### src/rtl/jtp_pkg.sv
package jtp_pkg;

  typedef enum logic [1:0] {
    UPD_IDLE    = 2'd0,
    UPD_REFRESH = 2'd1,
    UPD_DEMOTE  = 2'd2,
    UPD_CLAIM   = 2'd3
  } upd_kind_e;

  function automatic upd_kind_e classify_update(
    input logic valid,
    input logic taken,
    input logic literal,
    input logic present
  );
    upd_kind_e kind;
    kind = UPD_IDLE;
    if (valid) begin
      if (present) kind = taken ? UPD_REFRESH : UPD_DEMOTE;
      else if (taken && literal) kind = UPD_CLAIM;
    end
    return kind;
  endfunction

endpackage

### src/rtl/jtp_entry.sv
module jtp_entry #(
  parameter int ADDR_W = 16
) (
  input  logic              clk,
  input  logic              rst_n,
  input  logic [ADDR_W-1:0] lk_addr,
  input  logic [ADDR_W-1:0] up_addr,
  input  logic              claim_en,
  input  logic              set_en,
  input  logic              clr_en,
  input  logic [ADDR_W-1:0] new_target,
  output logic              valid_o,
  output logic              lk_match_o,
  output logic              up_match_o,
  output logic              taken_o,
  output logic [ADDR_W-1:0] target_o
);

  logic              valid_q, valid_d;
  logic              taken_q, taken_d;
  logic [ADDR_W-1:0] tag_q, tag_d;
  logic [ADDR_W-1:0] target_q, target_d;
  logic              load_en;

  assign load_en = claim_en | set_en | clr_en;

  always_comb begin
    valid_d  = valid_q;
    taken_d  = taken_q;
    tag_d    = tag_q;
    target_d = target_q;
    if (claim_en) begin
      valid_d  = 1'b1;
      taken_d  = 1'b1;
      tag_d    = up_addr;
      target_d = new_target;
    end else if (set_en) begin
      taken_d  = 1'b1;
      target_d = new_target;
    end else if (clr_en) begin
      taken_d  = 1'b0;
    end
  end

  always_ff @(posedge clk or negedge rst_n) begin
    if (!rst_n) begin
      valid_q  <= 1'b0;
      taken_q  <= 1'b0;
      tag_q    <= '0;
      target_q <= '0;
    end else if (load_en) begin
      valid_q  <= valid_d;
      taken_q  <= taken_d;
      tag_q    <= tag_d;
      target_q <= target_d;
    end
  end

  assign valid_o    = valid_q;
  assign lk_match_o = valid_q && (tag_q == lk_addr);
  assign up_match_o = valid_q && (tag_q == up_addr);
  assign taken_o    = taken_q;
  assign target_o   = target_q;

endmodule

### src/rtl/jtp_victim.sv
module jtp_victim #(
  parameter int ENTRIES = 8
) (
  input  logic               clk,
  input  logic               rst_n,
  input  logic [ENTRIES-1:0] valid_vec,
  input  logic               claim_req,
  output logic [ENTRIES-1:0] claim_vec
);

  localparam int PTR_W = (ENTRIES > 1) ? $clog2(ENTRIES) : 1;
  localparam logic [PTR_W-1:0] LAST = PTR_W'(ENTRIES - 1);

  logic [PTR_W-1:0] ptr_q, ptr_d;
  logic [PTR_W-1:0] free_idx;
  logic [PTR_W-1:0] victim_idx;
  logic             any_free;
  logic             ptr_en;

  always_comb begin
    any_free = 1'b0;
    free_idx = '0;
    for (int i = ENTRIES - 1; i >= 0; i--) begin
      if (!valid_vec[i]) begin
        any_free = 1'b1;
        free_idx = PTR_W'(i);
      end
    end
  end

  assign victim_idx = any_free ? free_idx : ptr_q;
  assign ptr_en     = claim_req && !any_free;

  always_comb begin
    claim_vec = '0;
    if (claim_req) claim_vec[victim_idx] = 1'b1;
  end

  always_comb begin
    ptr_d = ptr_q;
    if (ptr_en) ptr_d = (ptr_q == LAST) ? '0 : ptr_q + 1'b1;
  end

  always_ff @(posedge clk or negedge rst_n) begin
    if (!rst_n)      ptr_q <= '0;
    else if (ptr_en) ptr_q <= ptr_d;
  end

endmodule

### src/rtl/jtp_select.sv
module jtp_select #(
  parameter int ENTRIES = 8,
  parameter int ADDR_W  = 16
) (
  input  logic [ENTRIES-1:0]        lk_match_vec,
  input  logic [ENTRIES-1:0]        taken_vec,
  input  logic [ENTRIES*ADDR_W-1:0] target_bus,
  input  logic [ADDR_W-1:0]         seq_addr,
  output logic                      hit,
  output logic [ADDR_W-1:0]         next_addr
);

  logic [ENTRIES-1:0] sel_vec;
  logic [ADDR_W-1:0]  sel_target;

  assign sel_vec = lk_match_vec & taken_vec;
  assign hit     = |sel_vec;

  always_comb begin
    sel_target = '0;
    for (int i = 0; i < ENTRIES; i++) begin
      if (sel_vec[i]) sel_target = sel_target | target_bus[i*ADDR_W +: ADDR_W];
    end
  end

  assign next_addr = hit ? sel_target : seq_addr;

endmodule

### src/rtl/jump_trace_predictor.sv
module jump_trace_predictor #(
  parameter int ADDR_W  = 16,
  parameter int ENTRIES = 8
) (
  input  logic              clk,
  input  logic              rst_n,
  input  logic [ADDR_W-1:0] fetch_addr,
  input  logic              upd_valid,
  input  logic [ADDR_W-1:0] upd_addr,
  input  logic              upd_taken,
  input  logic [ADDR_W-1:0] upd_target,
  input  logic              upd_literal,
  output logic              pred_hit,
  output logic [ADDR_W-1:0] pred_next
);

  import jtp_pkg::*;

  logic [ENTRIES-1:0]        valid_vec;
  logic [ENTRIES-1:0]        lk_hit_vec;
  logic [ENTRIES-1:0]        up_hit_vec;
  logic [ENTRIES-1:0]        taken_vec;
  logic [ENTRIES-1:0]        claim_vec;
  logic [ENTRIES-1:0]        set_vec;
  logic [ENTRIES-1:0]        clr_vec;
  logic [ENTRIES*ADDR_W-1:0] target_bus;
  logic [ADDR_W-1:0]         seq_addr;
  logic                      up_present;
  upd_kind_e                 upd_kind;

  assign up_present = |up_hit_vec;
  assign upd_kind   = classify_update(upd_valid, upd_taken, upd_literal, up_present);
  assign set_vec    = (upd_kind == UPD_REFRESH) ? up_hit_vec : '0;
  assign clr_vec    = (upd_kind == UPD_DEMOTE)  ? up_hit_vec : '0;
  assign seq_addr   = fetch_addr + ADDR_W'(1);

  for (genvar g = 0; g < ENTRIES; g++) begin : g_entry
    jtp_entry #(.ADDR_W(ADDR_W)) u_entry (
      .clk        (clk),
      .rst_n      (rst_n),
      .lk_addr    (fetch_addr),
      .up_addr    (upd_addr),
      .claim_en   (claim_vec[g]),
      .set_en     (set_vec[g]),
      .clr_en     (clr_vec[g]),
      .new_target (upd_target),
      .valid_o    (valid_vec[g]),
      .lk_match_o (lk_hit_vec[g]),
      .up_match_o (up_hit_vec[g]),
      .taken_o    (taken_vec[g]),
      .target_o   (target_bus[g*ADDR_W +: ADDR_W])
    );
  end

  jtp_victim #(.ENTRIES(ENTRIES)) u_victim (
    .clk       (clk),
    .rst_n     (rst_n),
    .valid_vec (valid_vec),
    .claim_req (upd_kind == UPD_CLAIM),
    .claim_vec (claim_vec)
  );

  jtp_select #(.ENTRIES(ENTRIES), .ADDR_W(ADDR_W)) u_select (
    .lk_match_vec (lk_hit_vec),
    .taken_vec    (taken_vec),
    .target_bus   (target_bus),
    .seq_addr     (seq_addr),
    .hit          (pred_hit),
    .next_addr    (pred_next)
  );

endmodule

### config.mk
export PLATFORM = sky130hd
export DESIGN_NAME = jump_trace_predictor
export DESIGN_NICKNAME = d
export VERILOG_FILES = /design/src/rtl/jtp_pkg.sv /design/src/rtl/jtp_entry.sv /design/src/rtl/jtp_victim.sv /design/src/rtl/jtp_select.sv /design/src/rtl/jump_trace_predictor.sv
export SDC_FILE = /design/constraint.sdc
export NUM_CORES = 1
export LEC_CHECK = 0
export BUFFER_PORTS_ARGS = -buffer_cell sky130_fd_sc_hd__buf_2
export CAP_MARGIN = 20
export CORE_ASPECT_RATIO = 0.8
export CORE_UTILIZATION = 50
export CTS_CLUSTER_SIZE = 8
export DETAILED_ROUTE_END_ITERATION = 6
export GPL_TIMING_DRIVEN = 0
export PLACE_DENSITY_LB_ADDON = 0.1
export SYNTH_ARGS = -nofsm -noshare
export SYNTH_HDL_FRONTEND = slang
export SYNTH_SLANG_ARGS = --single-unit
### constraint.sdc
create_clock -name clk -period 2.94 [get_ports clk]
set_clock_uncertainty 0.1 [all_clocks]
set_input_delay 0.441 -clock clk [delete_from_list [all_inputs] [get_ports clk]]
set_output_delay 0.441 -clock clk [all_outputs]
set_load 0.03 [all_outputs]
* Yosys cells after proc, flatten, opt, wreduce, memory -nomap -nowiden
Cells that the tools add are included.
** Storage, ports and cells
- Register bits after elaboration :: 275
- Latch bits :: 0
- Bits in writable memories :: 0
- ROM bits :: 0
- Input bits :: 53
- Output and inout port bits :: 17
- Logic and storage cells :: 219
- Memories :: 0
** Operators by class
- $add $sub $neg :: 2
- Multipliers :: 0
- Div/mod/pow operators :: 0
- Magnitude comparators :: 2
- Eq/ne operators :: 20
- Shift-type cells :: 0
- Muxes and demuxes :: 76
- Bitwise operators :: 24
- Reduce and logical (&&, ||, !) cells :: 62
** Operator list (count)
- 2-to-1 mux 16 bit :: 25
- equality test 16 bit :: 16
- OR 16 bit :: 7
- AND reduction 2 bit :: 24
- 2-to-1 mux 1 bit :: 33
- 2-to-1 mux 3 bit :: 10
- 2-to-1 mux 8 bit :: 3
- nonzero test 3 bit :: 8
- logical AND 1 bit :: 19
- adder 16 x 1 -> 16 bit, second input constant :: 1
- OR 1 bit :: 16
- nonzero test 2 bit :: 8
- OR reduction 8 bit :: 2
- AND 8 bit :: 1
- 2-to-1 mux 2 bit :: 4
- equality test 2 bit, second input constant :: 2
- less-than comparator 3 x 4 -> 1 bit, second input constant :: 1
- adder 3 x 1 -> 3 bit, second input constant :: 1
- demux 1 bit (select 3 bit) :: 1
- equality test 3 bit, second input constant :: 1
- >= comparator 3 x 1 -> 1 bit, second input constant :: 1
- equality test 2 x 1 -> 1 bit, second input constant :: 1
- zero test 1 bit :: 1

* Logic depth before layout (Yosys ltp)
Gate-level depths: netlist (run 1).
- Depth after elaboration :: 19
- Mapped depth :: 12
- Gate-level depth less buffers :: 7

* Modules after synthesis
From an unflattened synthesis (run 1), not the netlist that was laid out.
** Second synthesis, totals
- Cell total of the unflattened synthesis :: 1161
- Area, all modules :: 14711.6 um^2
** By module, submodules not included
- jtp_entry :: times used 8, cells each 117, area each 1620.3 um^2, sequential area each 850.8 um^2
- jtp_select :: times used 1, cells each 125, area each 991.0 um^2, sequential area each 0.0 um^2
- jump_trace_predictor :: times used 1, cells each 62, area each 445.4 um^2, sequential area each 0.0 um^2
- jtp_victim :: times used 1, cells each 38, area each 312.8 um^2, sequential area each 75.1 um^2

* Least setup slack after synthesis (run 1)
No wires, ideal clock.
- Path type :: input -> output
- Start point :: in fetch_addr[5]
- End point :: out pred_next[0]
- Data arrival time :: 2.845 ns
- Data required time :: 2.399 ns
- Path slack :: -0.446 ns
- Stages :: 10
- Path buffers :: 3
- Cell sequence :: buf_1 xor2_1 nor4_1 and3b_1 clkbuf_1 and2_1 clkbuf_1 a22oi_1 and3_1 mux2i_1
** Between the ends
- Longest elaborated chain between the ends :: 19
- Elaborated cells between the ends (all ways) :: 34
- Those cells by class :: eq/ne: 8; mux: 9; bitwise: 8; reduce/logical: 9
** Ends and longest elaborated chain
- start, declared :: RTL line jump_trace_predictor.sv:7 : input logic [ADDR_W-1:0] fetch_addr,
- equality test 16 bit :: RTL line jtp_entry.sv:60 : assign lk_match_o = valid_q && (tag_q == lk_addr);
- logical AND 1 bit :: RTL line jtp_entry.sv:60
- AND 8 bit * :: RTL line jtp_select.sv:16 : assign sel_vec = lk_match_vec & taken_vec;
- 2-to-1 mux 16 bit :: RTL line jtp_select.sv:22 : if (sel_vec[i]) sel_target = sel_target | target_bus[i*ADDR_W +: ADDR_W];
- OR 16 bit :: RTL line jtp_select.sv:22
- 2-to-1 mux 16 bit :: RTL line jtp_select.sv:22
- OR 16 bit :: RTL line jtp_select.sv:22
- 2-to-1 mux 16 bit :: RTL line jtp_select.sv:22
- (+3 left out)
- 2-to-1 mux 16 bit :: RTL line jtp_select.sv:22
- OR 16 bit :: RTL line jtp_select.sv:22
- 2-to-1 mux 16 bit :: RTL line jtp_select.sv:22
- OR 16 bit :: RTL line jtp_select.sv:22
- 2-to-1 mux 16 bit :: RTL line jtp_select.sv:22
- OR 16 bit :: RTL line jtp_select.sv:22
- 2-to-1 mux 16 bit :: RTL line jtp_select.sv:22
- 2-to-1 mux 16 bit * :: RTL line jtp_select.sv:26 : assign next_addr = hit ? sel_target : seq_addr;
- end, declared :: RTL line jump_trace_predictor.sv:14 : output logic [ADDR_W-1:0] pred_next
Every way passes the cells marked *; elsewhere a longest branch is shown, timed or not.

* Final worst setup path (run 1)
- Start point :: reg g_entry[3].u_entry.tag_q[3]
- End point :: out pred_next[2]
** Between the ends
- Longest elaborated chain between the ends :: 13
- Elaborated cells between the ends (all ways) :: 14
- Those cells by class :: eq/ne: 1; mux: 6; bitwise: 5; reduce/logical: 2
** Ends and longest elaborated chain
- start, declared :: RTL line jtp_entry.sv:21 : logic [ADDR_W-1:0] tag_q, tag_d;
- start signal, assigned :: RTL line jtp_entry.sv:54 : tag_q <= tag_d;
- equality test 16 bit * :: RTL line jtp_entry.sv:60
- logical AND 1 bit * :: RTL line jtp_entry.sv:60
- AND 8 bit * :: RTL line jtp_select.sv:16
- 2-to-1 mux 16 bit :: RTL line jtp_select.sv:22
- OR 16 bit :: RTL line jtp_select.sv:22
- 2-to-1 mux 16 bit :: RTL line jtp_select.sv:22
- OR 16 bit :: RTL line jtp_select.sv:22
- 2-to-1 mux 16 bit :: RTL line jtp_select.sv:22
- OR 16 bit :: RTL line jtp_select.sv:22
- 2-to-1 mux 16 bit :: RTL line jtp_select.sv:22
- OR 16 bit :: RTL line jtp_select.sv:22
- 2-to-1 mux 16 bit :: RTL line jtp_select.sv:22
- 2-to-1 mux 16 bit * :: RTL line jtp_select.sv:26
Marked as above.

==> results of run 1 <==
-- area by class of cell --
type                       instances  share of cell area
clock inverter                     1           0.0002301
inverter                          17            0.002934
timing repair buffer             161             0.06576
antenna                            1           0.0001151
tap                              427             0.02457
sequential                       275              0.3165
buffer                           137             0.05034
clock buffer                      43             0.04752
multi-input combinational       1235              0.4920
-- worst max-delay path: cells and delay by family (launching register included) --
kind	cells	cell delay [ns]
AO/OA/AOI/OAI	2	0.18
XOR/XNOR	1	0.16
AND/OR/NAND/NOR	4	1.49
buffers and inverters	2	0.31
flip-flops	1	0.41
-- cell families after synthesis --
group	share of synthesized area
AOI/OAI and AO/OA	0.1264
xor gates and xnor gates	0.1394
adders and majority gates	0.002221
buffers and inverters	0.04693
DFF	0.4071
muxes	0.1150
and+or+nand+nor	0.1630
-- flip-flops by register name, indices dropped and copies added, names as in the netlist --
register and flops:
g_entry.u_entry.valid_o 8, g_entry.u_entry.tag_q 128, u_victim.ptr_q 3, g_entry.u_entry.target_o 128
g_entry.u_entry.taken_o 8
-- metal layers --
metal  global-route usage  up-vias
met5             0.009655        -
met1               0.5938     7991
met4               0.1291        0
met3               0.1524      175
met2               0.5651     1082
li1                     -     6420
-- synth_stat cells (all sizes together) (12+ instances only) --
library cell,number,area share
a21boi,17,0.0076
a21oi,12,0.0036
a22o,30,0.016
a41oi,96,0.050
and2,106,0.039
and3,25,0.0095
buf,70,0.025
clkbuf,84,0.019
dfrtp,275,0.41
inv,17,0.0038
mux2,163,0.11
nand2,129,0.029
nand3,72,0.021
nand4,27,0.010
nor2,25,0.0056
nor3,18,0.0053
nor4,57,0.023
o21ai,87,0.026
xnor2,107,0.055
xor2,162,0.084
-- metrics by stage --
step / setup WS [ns] / hold WS, ns / std cells
after floorplan: 0.005570 / 0.04541 / 1680
after global placement: -4.003 / 0.3879 / 2153
after detailed placement: -1.553 / 0.3355 / 2159
after CTS: -0.6227 / 0.1678 / 2259
after global routing: -0.7050 / 0.1895 / 2297
final: -0.7138 / 0.1758 / 2297
-- path summary, 6_finish.rpt --
check                                            start                         endpoint  depth (start not counted)
max                        g_entry[3].u_entry.tag_q[3]                     pred_next[2]                          9
min                                     upd_target[15]  g_entry[7].u_entry.target_o[15]                          2
max reg2reg                g_entry[6].u_entry.tag_q[4]   g_entry[7].u_entry.target_o[0]                         11
min reg2reg                 g_entry[3].u_entry.taken_o       g_entry[3].u_entry.taken_o                          2
max in group asynchronous                        rst_n     g_entry[4].u_entry.tag_q[13]                          3
min in group asynchronous                        rst_n     g_entry[6].u_entry.tag_q[10]                          2
-- cells in the final DEF (no fill, tap or decap), drive strengths merged, types with 2 or more instances in the layout --
cell     netlist  final
a21boi        17     17
a21oi         12     12
a221oi        10     10
a22o          30     30
a22oi          6      6
a31oi          2      2
a41oi         96     96
and2         106    106
and3          25     26
and3b          8      8
and4          10     10
buf           70    242
clkbuf        84     98
dfrtp        275    275
ha             3      3
inv           17     17
mux2         163    163
mux2i          7      7
nand2        129    129
nand2b         7      7
nand3         72     72
nand4         27     27
nor2          25     25
nor3          18     18
nor3b          3      3
nor4          57     57
nor4b          4      4
o2111ai       11     11
o21ai         87     87
o31ai         11     11
or2            4      4
or3            3      3
xnor2        107    107
xor2         162    162
-- power breakdown --
part,leakage [nW],total [mW],internal (mW),switching [mW]
sequential,3.56,6.98,5.42,1.56
combinational,5.26,6.79,3.07,3.72
clock,0.512,4.14,2.44,1.70
-- timing repair --
item                                   4_1_cts  5_1_grt
setup endpoints to repair                  285      245
hold buffers                                 1        0
pin swaps                                   34       50
endpoints found under the hold margin       65        0
cloned                                       5        4
resized for setup                          263      213
buffers inserted                            65       48
==> impl_metrics.toml, run 1 <==
[timing]
finalHoldViolCount = 0
layout_setup_ws_ns = -0.7138
tightest_slew_ns = 0.8988
max_freq_ghz = 0.2737
relSlewSlack = 0.4008
grt_setup_unrepaired = "yes"
drv_slew = 0
fin_crit_ns = 3.654
finalCritPeriodShare = 1.243
setup_tns_ns = -9.328
setup_viol = 17

[run_status]
violations = "setup timing"
status = "finished, violations left"

[place]
port_buffers = 46
dp_hpwl_um = 48870
place_area_um2 = 18030
gp_congestion = 0.9872

[detailed_routing]
drt-met1-wl_um = 30350
firstDrtPassIters = 6
wl_met2_um = 28700
drc = 0
routed.top_layer = "met4"
drt_iter0_markers = 2058
vias = 15668
met3_length_um = 10390
vias_per_cell = 6.821
ant_nets = 0
routed_wl_um = 72190
wl_per_cell_um = 31.43

[final_layout]
layout-drive-gt1-share = 0.3585
area_delta_synth_final_pct = 28.66
nFillCells = 2568
fin_area_um2 = 21750
nets = 1923
post-route-util = 0.6605
seq_area_um2 = 6883
multiInputGateArea_um2 = 10700

[clock_network]
clockBufferDepth = 3
clkLatencyLatePin_ns = 0.54
cts.reportedPaths.clkPinSlew_ns = 0.05
cts-root-buf = "clkbuf_16"
cts_tree = "yes"
cts_buffers = 40
cts_sinks = 275
htreeDepth = 2

[power]
ir_drop_uv = 501.2
p_per_area_nw_per_um2 = 823.5
power_mw = 17.91
leakage_nw = 9.331

[synth]
yosys_most_used_dff = "dfrtp_1"
ys_ff_latch = 275
synth_area_um2 = 16900
synthArstFlopShare = 1.000
synth_edf_count = 0
synthCells = 1680
ys_types = 58
ys_warn_count = 0
syn_avg_cell_area_um2 = 10.06
seq_area_frac_synth = 0.4071
synth_fp_nets = 1736

[global_route]
track_usage = 0.4114
grt_pass1_wl_um = 102700
antenna_found_initial = 1
grt_max_degree = 114
grt_pass1_vias = 15016
grt_remaining_overflow = 0

[floorplanning]
ios = 70
die_w_um = 207.6
row_count = 59
core_area_um2 = 32920
initial_core_util = 0.5134
die_area_um2 = 34550
die_y_um = 166.5

[setup_path]
reg2reg_slack_ns = 0
slowest_delay_ns = 0.49
setup.worst_path.end_class = "primary output"
cpMaxStageDelayCell = "nor4_4"
start_kind = "flop"
crit_type = "reg -> out"
arrival_ns = 3.11
path_max_fanout = 4
required_ns = 2.40
path_cells = "xor2_1 > nor4_2 > and3b_2 > a22oi_2 > and4_4 > buf_16 > nor4_4 > a21oi_4 > buf_6"

[flow_run]
max-cap-violations = 0

[min_path]
worstHoldPathType = "in -> reg"
Note: power is estimated with default switching activity, not from simulation.
==> run 2: changes to the inputs <==
--- a/config.mk
+++ b/config.mk
@@ -12,7 +12,8 @@
 export CTS_CLUSTER_SIZE = 8
 export DETAILED_ROUTE_END_ITERATION = 6
 export GPL_TIMING_DRIVEN = 0
-export PLACE_DENSITY_LB_ADDON = 0.1
+export PLACE_DENSITY = 0.78
+export SLEW_MARGIN = 0
 export SYNTH_ARGS = -nofsm -noshare
 export SYNTH_HDL_FRONTEND = slang
 export SYNTH_SLANG_ARGS = --single-unit
==> run 2 against run 1 <==
Against the previous run: the flow still finishes with violations (setup timing); final cell count fell by 2.2%; core utilization fell by 2.8 points; first-iteration DRC count rose by 3.7%; critical path type unchanged; sequential power fell by 0.7%; highest routed layer unchanged.
==> impl_metrics.toml, run 2 (synthesis results as in run 1) <==
[power]
leakage_nw = 8.883
p_sw_mw = 6.790
ir_drop_uv = 440.2
intPower_mw = 10.68
power_frac_clock = 0.242
switching_share = 0.3887
p_comb_frac = 0.361
power_frac_seq = 0.396
p_per_area_nw_per_um2 = 838.7

[detailed_routing]
vias = 15540
firstDrtPassIters = 6
drt-met1-wl_um = 27010
ant_nets = 0
drc = 0
met3_length_um = 10150
wl_per_cell_um = 30.84
drt_iter0_markers = 2134
vias_per_cell = 6.916
wl_met2_um = 28330
routed.top_layer = "met4"
routed_wl_um = 69300

[clock_network]
htreeDepth = 2
clockBufferDepth = 3
cts.reportedPaths.clkPinSlew_ns = 0.05
cts-root-buf = "clkbuf_16"
clkLatencyLatePin_ns = 0.56
cts_tree = "yes"
cts_sinks = 275
cts_buffers = 40

[final_layout]
fin_area_um2 = 20830
layout-drive-gt1-share = 0.3141
mostFrequentLayoutCells = "275 x dfrtp_1, 159 x xor2_1, 135 x mux2_2"
nets = 1871
final_common_cell = "dfrtp_1"
area_delta_synth_final_pct = 23.25
instances_no_fill = 2247

[flow_run]
max-cap-violations = 0

[timing]
finalCritPeriodShare = 1.279
tightest_slew_ns = 0.9102
setup_viol = 18
grt_setup_unrepaired = "yes"
fin_crit_ns = 3.760
finalHoldViolCount = 0
layout_setup_ws_ns = -0.8198
drv_slew = 0
relSlewSlack = 0.3932
max_freq_ghz = 0.2660

[setup_path]
setup.worst_path.end_class = "primary output"
start_kind = "flop"
required_ns = 2.40
slowest_delay_ns = 0.44
critical_path_buf_inv_count = 3
arrival_ns = 3.22
cp_common_cell = "nor4_2"
crit_type = "reg -> out"
path_max_fanout = 9
path_cells = "xor2_1 > nor4_2 > and3b_1 > clkbuf_8 > a22oi_1 > and4_4 > buf_12 > nor4_2 > a21oi_4 > buf_4"
cpLargestDelayFamily = "simple AND/OR/NAND/NOR gates"
cpMaxStageDelayCell = "nor4_2"

[place]
gp_congestion = 1.070
dp_hpwl_um = 46710
port_buffers = 46
dpl.cell_count = 2158
place_area_um2 = 18020

[global_route]
grt_pass1_wl_um = 100900
track_usage = 0.3968
antenna_found_initial = 3
grt_remaining_overflow = 0
grt_pass1_vias = 15490
grt_max_degree = 110

[floorplanning]
row_count = 59
initial_core_util = 0.5134
die_w_um = 207.6
ios = 70
die_area_um2 = 34550
die_y_um = 166.5
core_area_um2 = 32920

[min_path]
worstHoldPathType = "in -> reg"

[run_status]
violations = "setup timing"
status = "finished, violations left"
## run 2: cell count changes in the layout (fill, tap and decap cells not counted), sizes merged
cell	previous run	this run
and3	26	25
buf	242	191
bufinv	0	1
clkbuf	98	96
clkinv	1	3
diode	1	2
## run 2: routing by layer
metal	vias up	GRT usage
li1	6318	-
met1	7679	0.5382
met2	1240	0.5583
met3	303	0.1407
met4	0	0.1947
met5	-	0.01793
## run 2: worst paths after layout
check | from | to | slack [ns] | cells after the start
setup reg to reg | g_entry[6].u_entry.tag_q[10] | g_entry[1].u_entry.target_o[5] | -0.01 | 9
hold reg to reg | g_entry[3].u_entry.taken_o | g_entry[3].u_entry.taken_o | 0.40 | 2
hold / removal | upd_target[15] | g_entry[7].u_entry.target_o[15] | 0.16 | 2
max in group asynchronous | rst_n | g_entry[6].u_entry.target_o[6] | 0.99 | 4
min in group asynchronous | rst_n | g_entry[0].u_entry.tag_q[13] | 0.34 | 2
setup / recovery | g_entry[1].u_entry.tag_q[5] | pred_next[6] | -0.82 | 10
## run 2: power by group through the flow
stage / clock (mW) / combinational, mW / sequential (mW)
final: 4.24 / 6.31 / 6.93
after global routing: 4.38 / 6.71 / 7.07
after CTS: 4.22 / 5.69 / 6.83
after detailed placement: 0 / 5.36 / 6.87
after global placement: 0 / 5.15 / 6.78
after floorplan: 0 / 4.01 / 6.46
## run 2: area by class of cell
type	instances	area, um2
fill	2543	12090
inverter	17	63.81
tap	427	534.3
buffer	138	982.2
multi-input combinational	1234	10320
clock buffer	41	1005
timing repair buffer	109	964.7
antenna	2	5.005
sequential	275	6882
clock inverter	4	78.83
## run 2: worst reg2reg max path, delay by kind of cell, from the launching register on
family,cells,cell delay (ns)
AND/OR/NAND/NOR,3,0.87
AO/OA/AOI/OAI,3,0.72
buffers and inverters,2,0.53
flip-flops,1,0.40
XOR/XNOR,1,0.18
## run 2: timing repair
action	CTS	global route
setup buffers	32	22
resized for setup	201	158
cloned	2	1
endpoints found under the hold margin	74	0
hold buffers	1	0
setup endpoints to repair	283	239
pin swaps	27	32
## run 2: stage by stage
stage               utilization  total power, mW  hold WS [ns]   TNS, ns  setup WS, ns
floorplan                     -            10.47       0.04541         0      0.005570
global placement         0.5444            11.93        0.3834  -1263.07        -3.832
detailed placement       0.5473            12.23        0.3460   -215.88        -1.468
CTS                      0.6099            16.74        0.1466    -10.22       -0.6996
global route             0.6326            18.16        0.1629    -12.93       -0.8493
finish                   0.6327            17.47        0.1560    -12.03       -0.8198
